## config.mk

```make
export PLATFORM = sky130hd
export DESIGN_NAME = spi_fifo_master
export DESIGN_NICKNAME = d
export VERILOG_FILES = /design/src/rtl/spi_fifo_master.sv
export SDC_FILE = /design/constraint.sdc
export NUM_CORES = 1
export LEC_CHECK = 0
export ABC_AREA = 1
export BUFFER_PORTS_ARGS = -buffer_cell sky130_fd_sc_hd__buf_2
export CORE_ASPECT_RATIO = 1.5
export CORE_MARGIN = 10
export CORE_UTILIZATION = 45
export CTS_CLUSTER_DIAMETER = 120
export DETAILED_ROUTE_END_ITERATION = 16
export GPL_ROUTABILITY_DRIVEN = 1
export PLACE_DENSITY = 0.7
export SETUP_SLACK_MARGIN = 0.02
export SYNTH_ARGS = -nofsm -noshare
export SYNTH_HDL_FRONTEND = slang
export SYNTH_SLANG_ARGS = --single-unit
```

## constraint.sdc

```tcl
create_clock -name clk -period 8.5 [get_ports clk]
set_input_delay 0.85 -clock clk [delete_from_list [all_inputs] [get_ports clk]]
set_output_delay 0.85 -clock clk [all_outputs]
set_load 0.01 [all_outputs]
```

## src/rtl/spi_fifo_master.sv

```systemverilog
module spi_fifo_master #(
  parameter int DEPTH = 8,
  parameter int FW    = 16
) (
  input  logic        clk,
  input  logic        rst_n,
  input  logic        bus_en,
  input  logic        bus_we,
  input  logic [4:0]  bus_addr,
  input  logic [31:0] bus_wdata,
  output logic [31:0] bus_rdata,
  output logic        sclk,
  output logic        mosi,
  input  logic        miso,
  output logic        irq_rx,
  output logic        irq_tx,
  output logic        irq_ovr
);
  localparam int AW = $clog2(DEPTH);
  localparam int CW = AW + 1;
  localparam int HW = $clog2(2 * FW) + 1;
  localparam logic [CW-1:0] FULL = CW'(DEPTH);
  localparam logic [CW-1:0] HALF = CW'(DEPTH / 2);

  logic [15:0] fmt;
  logic [6:0]  ctl;
  logic [7:0]  presc;
  logic        ovr;

  wire [3:0] dss   = fmt[3:0];
  wire       cpha  = fmt[6];
  wire       cpol  = fmt[7];
  wire [7:0] rate  = fmt[15:8];
  wire       port_en = ctl[4];
  wire       lbm   = ctl[3];

  wire wr      = bus_en & bus_we;
  wire wr_fmt  = wr & (bus_addr == 5'h00);
  wire wr_ctl  = wr & (bus_addr == 5'h04);
  wire wr_dat  = wr & (bus_addr == 5'h08);
  wire wr_psc  = wr & (bus_addr == 5'h10);
  wire wr_icr  = wr & (bus_addr == 5'h14);
  wire rd_dat  = bus_en & ~bus_we & (bus_addr == 5'h08);

  logic [FW-1:0] tx_mem [DEPTH];
  logic [FW-1:0] rx_mem [DEPTH];
  logic [AW-1:0] tx_wp, tx_rp, rx_wp, rx_rp;
  logic [CW-1:0] tx_cnt, rx_cnt;

  logic          active;
  logic [HW-1:0] h;
  logic [15:0]   div_cnt;
  logic [FW-1:0] sh, rx_sh;

  wire [4:0]    nbits    = (dss < 4'd3) ? 5'd4 : {1'b0, dss} + 5'd1;
  wire [HW-1:0] last_h   = HW'({nbits, 1'b0}) - HW'(1);
  wire [6:0]    pre      = (presc[7:1] == 7'd0) ? 7'd1 : presc[7:1];
  wire [15:0]   half_len = 16'(pre) * (16'(rate) + 16'd1);
  wire          half_end = active & (div_cnt == half_len - 16'd1);
  wire          frame_done = port_en & half_end & (h == last_h);
  wire          start    = port_en & (tx_cnt != '0) & (~active | frame_done);
  wire          din      = lbm ? mosi : miso;

  wire tx_push = wr_dat & (tx_cnt != FULL);
  wire tx_pop  = start;
  wire rx_push = frame_done & (rx_cnt != FULL);
  wire ovr_set = frame_done & (rx_cnt == FULL);
  wire rx_pop  = rd_dat & (rx_cnt != '0);

  always_ff @(posedge clk or negedge rst_n) begin
    if (!rst_n) begin
      fmt   <= '0;
      ctl   <= '0;
      presc <= 8'd2;
      ovr   <= 1'b0;
    end else begin
      if (wr_fmt) fmt   <= bus_wdata[15:0];
      if (wr_ctl) ctl   <= bus_wdata[6:0];
      if (wr_psc) presc <= {bus_wdata[7:1], 1'b0};
      if (ovr_set)     ovr <= 1'b1;
      else if (wr_icr) ovr <= 1'b0;
    end
  end

  always_ff @(posedge clk) begin
    if (tx_push) tx_mem[tx_wp] <= bus_wdata[FW-1:0];
    if (rx_push) rx_mem[rx_wp] <= rx_sh;
  end

  always_ff @(posedge clk or negedge rst_n) begin
    if (!rst_n) begin
      tx_wp <= '0; tx_rp <= '0; tx_cnt <= '0;
      rx_wp <= '0; rx_rp <= '0; rx_cnt <= '0;
    end else begin
      if (tx_push) tx_wp <= tx_wp + AW'(1);
      if (tx_pop)  tx_rp <= tx_rp + AW'(1);
      tx_cnt <= tx_cnt + CW'(tx_push) - CW'(tx_pop);
      if (rx_push) rx_wp <= rx_wp + AW'(1);
      if (rx_pop)  rx_rp <= rx_rp + AW'(1);
      rx_cnt <= rx_cnt + CW'(rx_push) - CW'(rx_pop);
    end
  end

  always_ff @(posedge clk or negedge rst_n) begin
    if (!rst_n) begin
      active  <= 1'b0;
      h       <= '0;
      div_cnt <= '0;
      sh      <= '0;
      rx_sh   <= '0;
    end else if (!port_en) begin
      active <= 1'b0;
    end else if (start) begin
      active  <= 1'b1;
      h       <= '0;
      div_cnt <= '0;
      sh      <= tx_mem[tx_rp] << (FW - int'(nbits));
      rx_sh   <= '0;
    end else if (frame_done) begin
      active <= 1'b0;
    end else if (active) begin
      if (half_end) begin
        div_cnt <= '0;
        h       <= h + HW'(1);
        if (!h[0]) rx_sh <= {rx_sh[FW-2:0], din};
        else       sh    <= sh << 1;
      end else begin
        div_cnt <= div_cnt + 16'd1;
      end
    end
  end

  assign sclk = active ? (cpol ^ h[0] ^ cpha) : cpol;
  assign mosi = active & sh[FW-1];

  wire       busy = active | (tx_cnt != '0);
  wire [4:0] stat = {busy, rx_cnt == FULL, rx_cnt != '0, tx_cnt != FULL, tx_cnt == '0};

  assign irq_rx  = ctl[0] & (rx_cnt >= HALF);
  assign irq_tx  = ctl[1] & (tx_cnt <= HALF);
  assign irq_ovr = ctl[2] & ovr;

  always_comb begin
    bus_rdata = '0;
    case (bus_addr)
      5'h00: bus_rdata = {16'd0, fmt};
      5'h04: bus_rdata = {25'd0, ctl};
      5'h08: bus_rdata = (rx_cnt != '0) ? 32'(rx_mem[rx_rp]) : 32'd0;
      5'h0C: bus_rdata = {27'd0, stat};
      5'h10: bus_rdata = {24'd0, presc};
      5'h14: bus_rdata = {29'd0, irq_ovr, irq_tx, irq_rx};
      default: bus_rdata = '0;
    endcase
  end
endmodule

```

Word level (Yosys, flattened, before mapping)
Memory sizes are Yosys's and may differ from the RTL's.
Cells that the tools add are included.
{"block": "totals", "register_bits": 106, "ram_bits": 256, "out_inout_bits": 37, "latch_bits": 0, "in_bits": 42, "mem_count": 2, "mem_bits_ro": 0}
{"block": "op_classes", "div": 0, "bitwise": 27, "mux": 33, "shift": 1, "n_eq_ne": 13, "n_addsub": 15, "magnitude_cmp": 3, "mul": 1, "n_reduce_logical": 13}
{"memory": "rx_mem", "depth": 8, "width": 16, "rd": 1, "rd_ports_with_merged_regs": 0, "write_ports": 1, "line": "46", "text": "logic [FW-1:0] rx_mem [DEPTH];"}
{"memory": "tx_mem", "depth": 8, "width": 16, "rd": 1, "rd_ports_with_merged_regs": 0, "write_ports": 1, "line": "45", "text": "logic [FW-1:0] tx_mem [DEPTH];"}
{"cell": "two-way mux 16 bit", "n": 15}
{"cell": "one-hot mux 16 bit (6 select lines)", "n": 1}
{"cell": "<< shifter 16 x 32 -> 16 bit", "n": 1}
{"cell": "two-way mux 6 bit", "n": 4}
{"cell": "AND 1 bit", "n": 21}
{"cell": "adder 16 x 1 -> 16 bit, second input constant", "n": 1}
{"cell": "== test 16 bit", "n": 1}
{"cell": "multiplier 7 x 9 -> 16 bit", "n": 1}
{"cell": "subtractor 16 x 1 -> 16 bit, second input constant", "n": 1}
{"cell": "adder 3 x 1 -> 3 bit, second input constant", "n": 4}
{"cell": "two-way mux 1 bit", "n": 11}
{"cell": "== test 5 x 4 -> 1 bit, second input constant", "n": 2}
{"cell": "== test 5 bit, second input constant", "n": 2}
{"cell": "AND reduction 5 bit", "n": 2}
{"cell": "adder 8 x 1 -> 9 bit, second input constant", "n": 1}
{"cell": "adder 4 x 1 -> 4 bit", "n": 2}
{"cell": "inequality test 4 bit, second input constant", "n": 2}
{"cell": "nonzero test 2 bit", "n": 4}
{"cell": "nonzero test 4 bit", "n": 2}
{"cell": "subtractor 4 x 1 -> 4 bit", "n": 2}
{"cell": "zero test 7 bit", "n": 1}
{"cell": "two-way mux 7 bit", "n": 1}
{"cell": "adder 6 x 1 -> 6 bit, second input constant", "n": 1}
{"cell": "== test 6 bit", "n": 1}
{"cell": "18 further kinds", "n": 22}

Depth between registers and ports, before layout
Gate-level depths: netlist of the first run.
{"block": "depth", "ltp_word": 12, "ltp_mapped": 37, "ltp_nobuf": 36}

Worst setup path after synthesis of the first run
Ideal clock, no wire load.
{"block": "synth_timing", "path_type": "flip-flop to flip-flop", "startpoint": "register fmt[8]", "endpoint": "register tx_cnt[2]", "stages_incl_launch_ff": 35, "t_arrival_ps": 6183, "setup_time_ps": 123, "setup_slack_ps": 2194, "path_buffers": 2, "synth_period_minus_slack_ps": 6306, "required_ps": 8377, "path_cell_list": "dfrtp_1 -> ha_1 -> nand2_1 -> nor2_1 -> inv_1 -> o21ai_0 -> and2_1 -> clkbuf_1 -> nand2_1 -> fa_1 -> fa_1 -> fa_1 -> inv_1 -> fa_1 -> ha_1 -> nand2_1 -> inv_1 -> a21oi_1 -> nor2_1 -> nor2_1 -> nand3b_1 -> nand2_1 -> nand2_1 -> nor2_1 -> nand3_4 -> nand2_8 -> nand2_8 -> buf_8 -> inv_2 -> ha_1 -> inv_1 -> ha_1 -> inv_1 -> fa_1 -> xnor2_1"}
{"block": "synth_via", "elab_chain_len": 10}
{"element": "from (decl)", "line": "25", "text": "logic [15:0] fmt;"}
{"element": "from (signal assigned)", "line": "77", "text": "if (wr_fmt) fmt <= bus_wdata[15:0];"}
{"element": "adder 8 x 1 -> 9 bit", "line": "58", "text": "wire [15:0] half_len = 16'(pre) * (16'(rate) + 16'd1);"}
{"element": "multiplier 7 x 9 -> 16 bit", "line": "58"}
{"element": "subtractor 16 x 1 -> 16 bit", "line": "59", "text": "wire half_end = active & (div_cnt == half_len - 16'd1);"}
{"element": "== test 16 bit", "line": "59"}
{"element": "AND 1 bit", "line": "59"}
{"element": "AND 1 bit (2 in a row)", "line": "60", "text": "wire frame_done = port_en & half_end & (h == last_h);"}
{"element": "bitwise OR 1 bit", "line": "61", "text": "wire start = port_en & (tx_cnt != '0) & (~active | frame_done);"}
{"element": "AND 1 bit", "line": "61"}
{"element": "subtractor 4 x 1 -> 4 bit", "line": "97", "text": "tx_cnt <= tx_cnt + CW'(tx_push) - CW'(tx_pop);"}
{"element": "to (signal assigned)", "line": "97"}
{"element": "to (decl)", "line": "48", "text": "logic [CW-1:0] tx_cnt, rx_cnt;"}
No other way between the ends.
A chain may end at the register's enable or synchronous reset.

Final worst setup path of the first run
{"block": "layout_timing", "startpoint": "register fmt[9]", "endpoint": "register tx_cnt[1]"}
Same word-level chain as after synthesis.

==> impl_metrics.tcl, run 1 <==
set metrics [dict create \
    outcome "finished, final reports clean" \
    ir_drop_v 0.0002125 \
    synth_area_per_cell_um2 9.255 \
    worst_pin_slew_ns 1.200 \
    clock-root-buffer "clkbuf_16" \
    wirelength_um 50550 \
    grt_max_degree 68 \
    finalClockSkew_ns 0.02739 \
    crit_top_cell "inv_1" \
    area_delta_synth_final_pct 9.970 \
    r2r_end "tx_cnt[1]" \
    drive_gt1_share_pct 8.630 \
    cp_data_arrival_time_ns 8.04 \
    first_iter_violations 1189 \
    row_count 94 \
    postLayoutCellArea_um2 21790 \
    clk_pin_slew_ns 0.07 \
    setup_viol 0 \
    fin_crit_sh_pct 89.22 \
    fmax_ghz 0.1319 \
    ys_types 58 \
    detail_route.first_pass.iterations 6 \
    period_needed_ns 7.584 \
    synth_ff_type "edfxtp_1" \
    synth_edf_count 256 \
    critPathSlowestCell "fa_1" \
    cpPeakStageDelay_ns 0.55 \
    nets 2305 \
    core_area_um2 43750 \
    r2r.worst_path.cells 32 \
    h-tree-depth 2 \
    drc 0 \
    cts_tree "done" \
    via_count 15070 \
    ys_warn_count 0 \
    critPathMaxFanout 50 \
    die_y_um 277.0 \
    clock-sinks 362 \
    place.gp.congestion 0.8951 \
    routedWlPerCell_um 18.27 \
    worstSetupEndpointType "register" \
    antenna_found_initial 1 \
    critPathLaunch "fmt[9]" \
    ys_ff_latch 362 \
    cp.required_ns 8.96 \
    ios 79 \
    rsz0062_at_grt "no" \
    ctsResizeCount 0 \
    async_flop_share_pct 29.28 \
    hold_class "in -> async" \
    crit_type "reg -> reg" \
    via_per_inst 5.447 \
    r2r_start "fmt[9]" \
    slew_headroom_pct 19.90 \
    die_width_um 191.3 \
    post_dp_cell_area_um2 20500 \
    post-dp-hpwl_um 34370 \
    final_max_slew_viol_count 0 \
    p_per_area_nw_per_um2 311.4 \
    ys_seq_area_share_pct 52.19 \
    critPathLaunchType "register" \
    syn_area_um2 19820 \
    ant_nets 0 \
    final_cell_mix "605 x nand2_1, 256 x edfxtp_1, 226 x inv_1" \
    cts-buffers-inserted 36 \
    final_common_cell "nand2_1" \
    cts.path.max_buffers 3 \
    grt_overflow 0 \
    rrSetupSlack_ns 0.92 \
    grt_pass1_vias 14940 \
    start_util_pct 45.29 \
    port-buffer-count 46 \
    worstSkewPairLatency_ns 0.56 \
    postCtsHoldBufs 0 \
    tns_ns 0 \
    postCtsSetupBuffers 0 \
    grt_pass1_wl_um 78970 \
    synth_cells 2141 \
    cap_violations 0 \
    hold_viol_final 0 \
    p_leak_nw 9.491 \
    grtUsageTotal_pct 18.69 \
    dieArea_um2 53000 \
]
worst max path at each step:
stage           endpoint  slack [ns]  cells past startpoint
2_1_floorplan  tx_cnt[2]        2.19                     34
5_1_grt        tx_cnt[2]        0.48                     34
3_5_place_dp   tx_cnt[2]        1.02                     32
3_3_place_gp   tx_cnt[1]        1.13                     32
4_1_cts        tx_cnt[2]        1.00                     32
6_report       tx_cnt[1]        0.92                     32
cell families (layout without fill, tap and decap cells):
kind of cell    count (synthesis)  after routing  share of synthesized area [%]
simple gates                 1097           1097                          24.00
flops                         362            362                          52.19
buf+inv                       337            371                          7.236
compound gates                180            180                          5.645
fa+ha+maj                     101            101                          7.931
xor+xnor                       36             36                          1.591
mux                            27             27                          1.389
other cells                     1             17                        0.01892
synthesized netlist by cell type, drive strengths merged, types with 4 or more instances:
| library cell | instances | area share (%) |
|---|---|---|
| ha | 60 | 3.8 |
| o221ai | 20 | 0.88 |
| inv | 231 | 4.4 |
| fa | 41 | 4.1 |
| nand3 | 227 | 5.9 |
| o2111ai | 4 | 0.18 |
| o32ai | 9 | 0.40 |
| nand2 | 627 | 12 |
| nand4 | 26 | 0.82 |
| o22ai | 9 | 0.28 |
| o211ai | 5 | 0.19 |
| nor2 | 166 | 3.2 |
| clkbuf | 56 | 1.1 |
| buf | 46 | 1.7 |
| mux2i | 23 | 1.2 |
| nor4 | 4 | 0.13 |
| dfrtp | 105 | 13 |
| xor2 | 26 | 1.1 |
| nand3b | 19 | 0.72 |
| xnor2 | 10 | 0.44 |
| edfxtp | 256 | 39 |
| nor3 | 23 | 0.64 |
| a21oi | 24 | 0.64 |
| mux2 | 4 | 0.23 |
| o21ai | 97 | 2.5 |
where the power goes:
part | total [mW] | switching, mW | internal [mW] | leakage, nW
registers | 2.08 | 0.110 | 1.97 | 3.71
clock network | 1.72 | 0.732 | 0.990 | 0.617
logic | 2.99 | 1.97 | 1.01 | 5.16
layout make-up:
cell class / count / area, um^2
clock buffer: 46 / 978.4
timing repair buffer: 71 / 420.4
multi-input combinational: 1457 / 8137
sequential: 362 / 10340
antenna: 1 / 2.502
fill: 3952 / 21960
clock inverter: 20 / 310.3
tap: 576 / 720.7
inverter: 234 / 878.3
critical path: cells and delay by family, from the launching register on:
family,cells,cell delay (ns)
adders and majority gates,9,3.59
and+or+nand+nor,14,2.29
buffers and inverters,7,0.70
DFF,1,0.51
AOI/OAI and AO/OA,2,0.37
flip-flops by register name, summed over array words and instances (netlist names):
signal and flops:
rx_mem 128, tx_mem 128, div_cnt 16, fmt 16, rx_sh 16, sh 16
ctl 7, presc 7, h 6, rx_cnt 4, tx_cnt 4, rx_rp 3
rx_wp 3, tx_rp 3, tx_wp 3, active 1, ovr 1
metal layers:
| metal | share of wire [%] | track usage (%) | vias to the layer above |
|---|---|---|---|
| li1 | - | - | 7148 |
| met1 | 37 | 20.98 | 7254 |
| met2 | 52 | 33.62 | 523 |
| met3 | 5.5 | 2.457 | 148 |
| met4 | 5.3 | 9.540 | 0 |
| met5 | 0 | 0 | - |
per-stage QoR:
step	std cells	worst slack [ns]	util, %	hold slack, ns	power [mW]
floorplan	2156	2.194	-	0.4422	4.410
global placement	2700	1.135	46.85	0.4546	5.002
detailed placement	2700	1.024	46.85	0.4597	5.080
CTS	2766	1.002	49.80	0.2986	6.799
global route	2767	0.4845	49.81	0.3268	7.293
finish	2767	0.9162	49.81	0.2869	6.786
Note: power is estimated with default switching activity, not from simulation.
==> run 2: changes to the inputs <==
CORE_UTILIZATION = 40   (was 45)
PLACE_DENSITY = 0.56   (was 0.7)
SKIP_CTS_REPAIR_TIMING = 1   (was default)
==> run 2 against run 1 <==
Effect of this change:
- core utilization is 5.0 points lower
- non-clock buffer count is 7 higher
- clock skew is 0.0052 ns higher
- clock power is 5% lower
- first-iteration DRC count is 15% lower
- flip-flop and latch count stayed put
- critical path type unchanged
- critical endpoint is now tx_cnt[2]
- largest cell class unchanged
- highest routed layer is now met5
==> impl_metrics.tcl, run 2 (synthesized netlist as in run 1, its figures left out) <==
set metrics [dict create \
    hold_class "in -> async" \
    critPathSlowestCell "fa_1" \
    grt_overflow 0 \
    cap_violations 0 \
    critPathLaunch "fmt[9]" \
    swShare_pct 41.61 \
    detail_route.first_pass.iterations 5 \
    r2r.worst_path.cells 32 \
    core_area_um2 48800 \
    period_needed_ns 7.478 \
    endpoint "tx_cnt[2]" \
    final_cell_mix "605 x nand2_1, 256 x edfxtp_1, 225 x inv_1" \
    combPwrFrac_pct 44.6 \
    fmax_ghz 0.1337 \
    hold_viol_final 0 \
    r2r_start "fmt[9]" \
    slew_headroom_pct 31.04 \
    ir_drop_v 0.0001762 \
    setup_viol 0 \
    postLayoutCellArea_um2 21880 \
    worstSetupEndpointType "register" \
    p_leak_nw 9.505 \
    rrSetupSlack_ns 1.02 \
    fin_ws_ns 1.022 \
    rsz0062_at_grt "no" \
    dieArea_um2 59020 \
    clk_pin_slew_ns 0.06 \
    ios 79 \
    port-buffer-count 46 \
    grt_pass1_vias 14880 \
    worstSkewPairLatency_ns 0.56 \
    wirelength_um 52620 \
    cts.path.max_buffers 3 \
    clock-root-buffer "clkbuf_16" \
    nets 2313 \
    place.gp.congestion 0.8537 \
    pre_cts_ws_ns 0.9931 \
    final_max_slew_viol_count 0 \
    cts-buffers-inserted 37 \
    critPathLaunchType "register" \
    cp.required_ns 8.92 \
    grtUsageTotal_pct 17.68 \
    cp_data_arrival_time_ns 7.90 \
    switching_power_mw 2.795 \
    post-dp-hpwl_um 35690 \
    top_regs "rx_mem: 128 flops, tx_mem: 128 flops" \
    crit_type "reg -> reg" \
    clkPwrFrac_pct 24.4 \
    drc 0 \
    post_dp_cell_area_um2 20640 \
    start_util_pct 40.60 \
    finalClockSkew_ns 0.03258 \
    routedWlPerCell_um 18.43 \
    outcome "finished, final reports clean" \
    final_common_cell "nand2_1" \
    holdWs_ns 0.1595 \
    die_width_um 201.7 \
    power.total_mw 6.717 \
    ant_nets 0 \
    grt_pass1_wl_um 83150 \
    cpPeakStageDelay_ns 0.57 \
    cts_tree "done" \
    via_per_inst 5.206 \
    first_iter_violations 1012 \
    worst_pin_slew_ns 1.027 \
    drive_gt1_share_pct 8.731 \
    clock-sinks 362 \
    p_per_area_nw_per_um2 307.0 \
    power.internal_mw 3.922 \
    p_seq_share_pct 30.9 \
    grt_max_degree 67 \
    via_count 14860 \
    tns_ns 0 \
    antenna_cells 0 \
    h-tree-depth 2 \
    die_y_um 292.6 \
    critPathMaxFanout 50 \
    antenna_found_initial 1 \
    fin_crit_sh_pct 87.98 \
    row_count 99 \
    area_delta_synth_final_pct 10.41 \
    r2r_end "tx_cnt[2]" \
]
[run 2: critical path: cells and delay by family (launching register included)]
kind	cells	cell delay (ns)
AO/OA/AOI/OAI	2	0.38
XOR/XNOR	1	0.13
adder cells (fa/ha/maj)	9	3.44
buffers and inverters	6	0.61
flip-flops	1	0.50
AND/OR/NAND/NOR	14	2.27
[run 2: final cells by class]
cell class                      instances  area, um^2
Inverter                              234       878.3
Timing Repair Buffer                   78       476.7
Clock buffer                           57        1061
Multi-Input combinational cell       1457        8137
Clock inverter                         11       160.2
Sequential cell                       362       10340
Fill cell                            4731       26930
Tap cell                              656       820.8
[run 2: how the worst min path moves through the flow]
stage / start / depth (start not counted) / slack, ns / endpoint
finish: rst_n / 1 / 0.16 / div_cnt[8]
global route: rst_n / 1 / 0.17 / div_cnt[8]
CTS: rst_n / 1 / 0.16 / div_cnt[8]
detailed placement: sh[14] / 2 / 0.46 / sh[14]
global placement: sh[14] / 2 / 0.46 / sh[14]
floorplan: sh[0] / 2 / 0.44 / sh[0]
[run 2: metrics by stage]
step	instances	util, %
3_5_place_dp	2786	42.30
5_1_grt	2855	44.83
3_3_place_gp	2786	42.30
2_1_floorplan	2156	-
4_1_cts	2854	44.80
6_report	2855	44.83
[run 2: per-layer routing]
metal  track usage [%]  wire length, um  up-vias
met2             33.07            27600      336
met5                 0                7        -
met4             7.480             2115        2
met1             19.76            20780     7250
li1                  -                -     7160
met3             2.166             2118      115
[run 2: power by group through the flow]
stage / Sequential [mW] / Clock [mW] / Combinational, mW
after floorplan: 2.05 / 0 / 2.36
after global placement: 2.11 / 0 / 2.98
after detailed placement: 2.11 / 0 / 3.02
after CTS: 2.08 / 1.68 / 3.04
after global routing: 2.09 / 1.74 / 3.48
final: 2.08 / 1.64 / 3.00
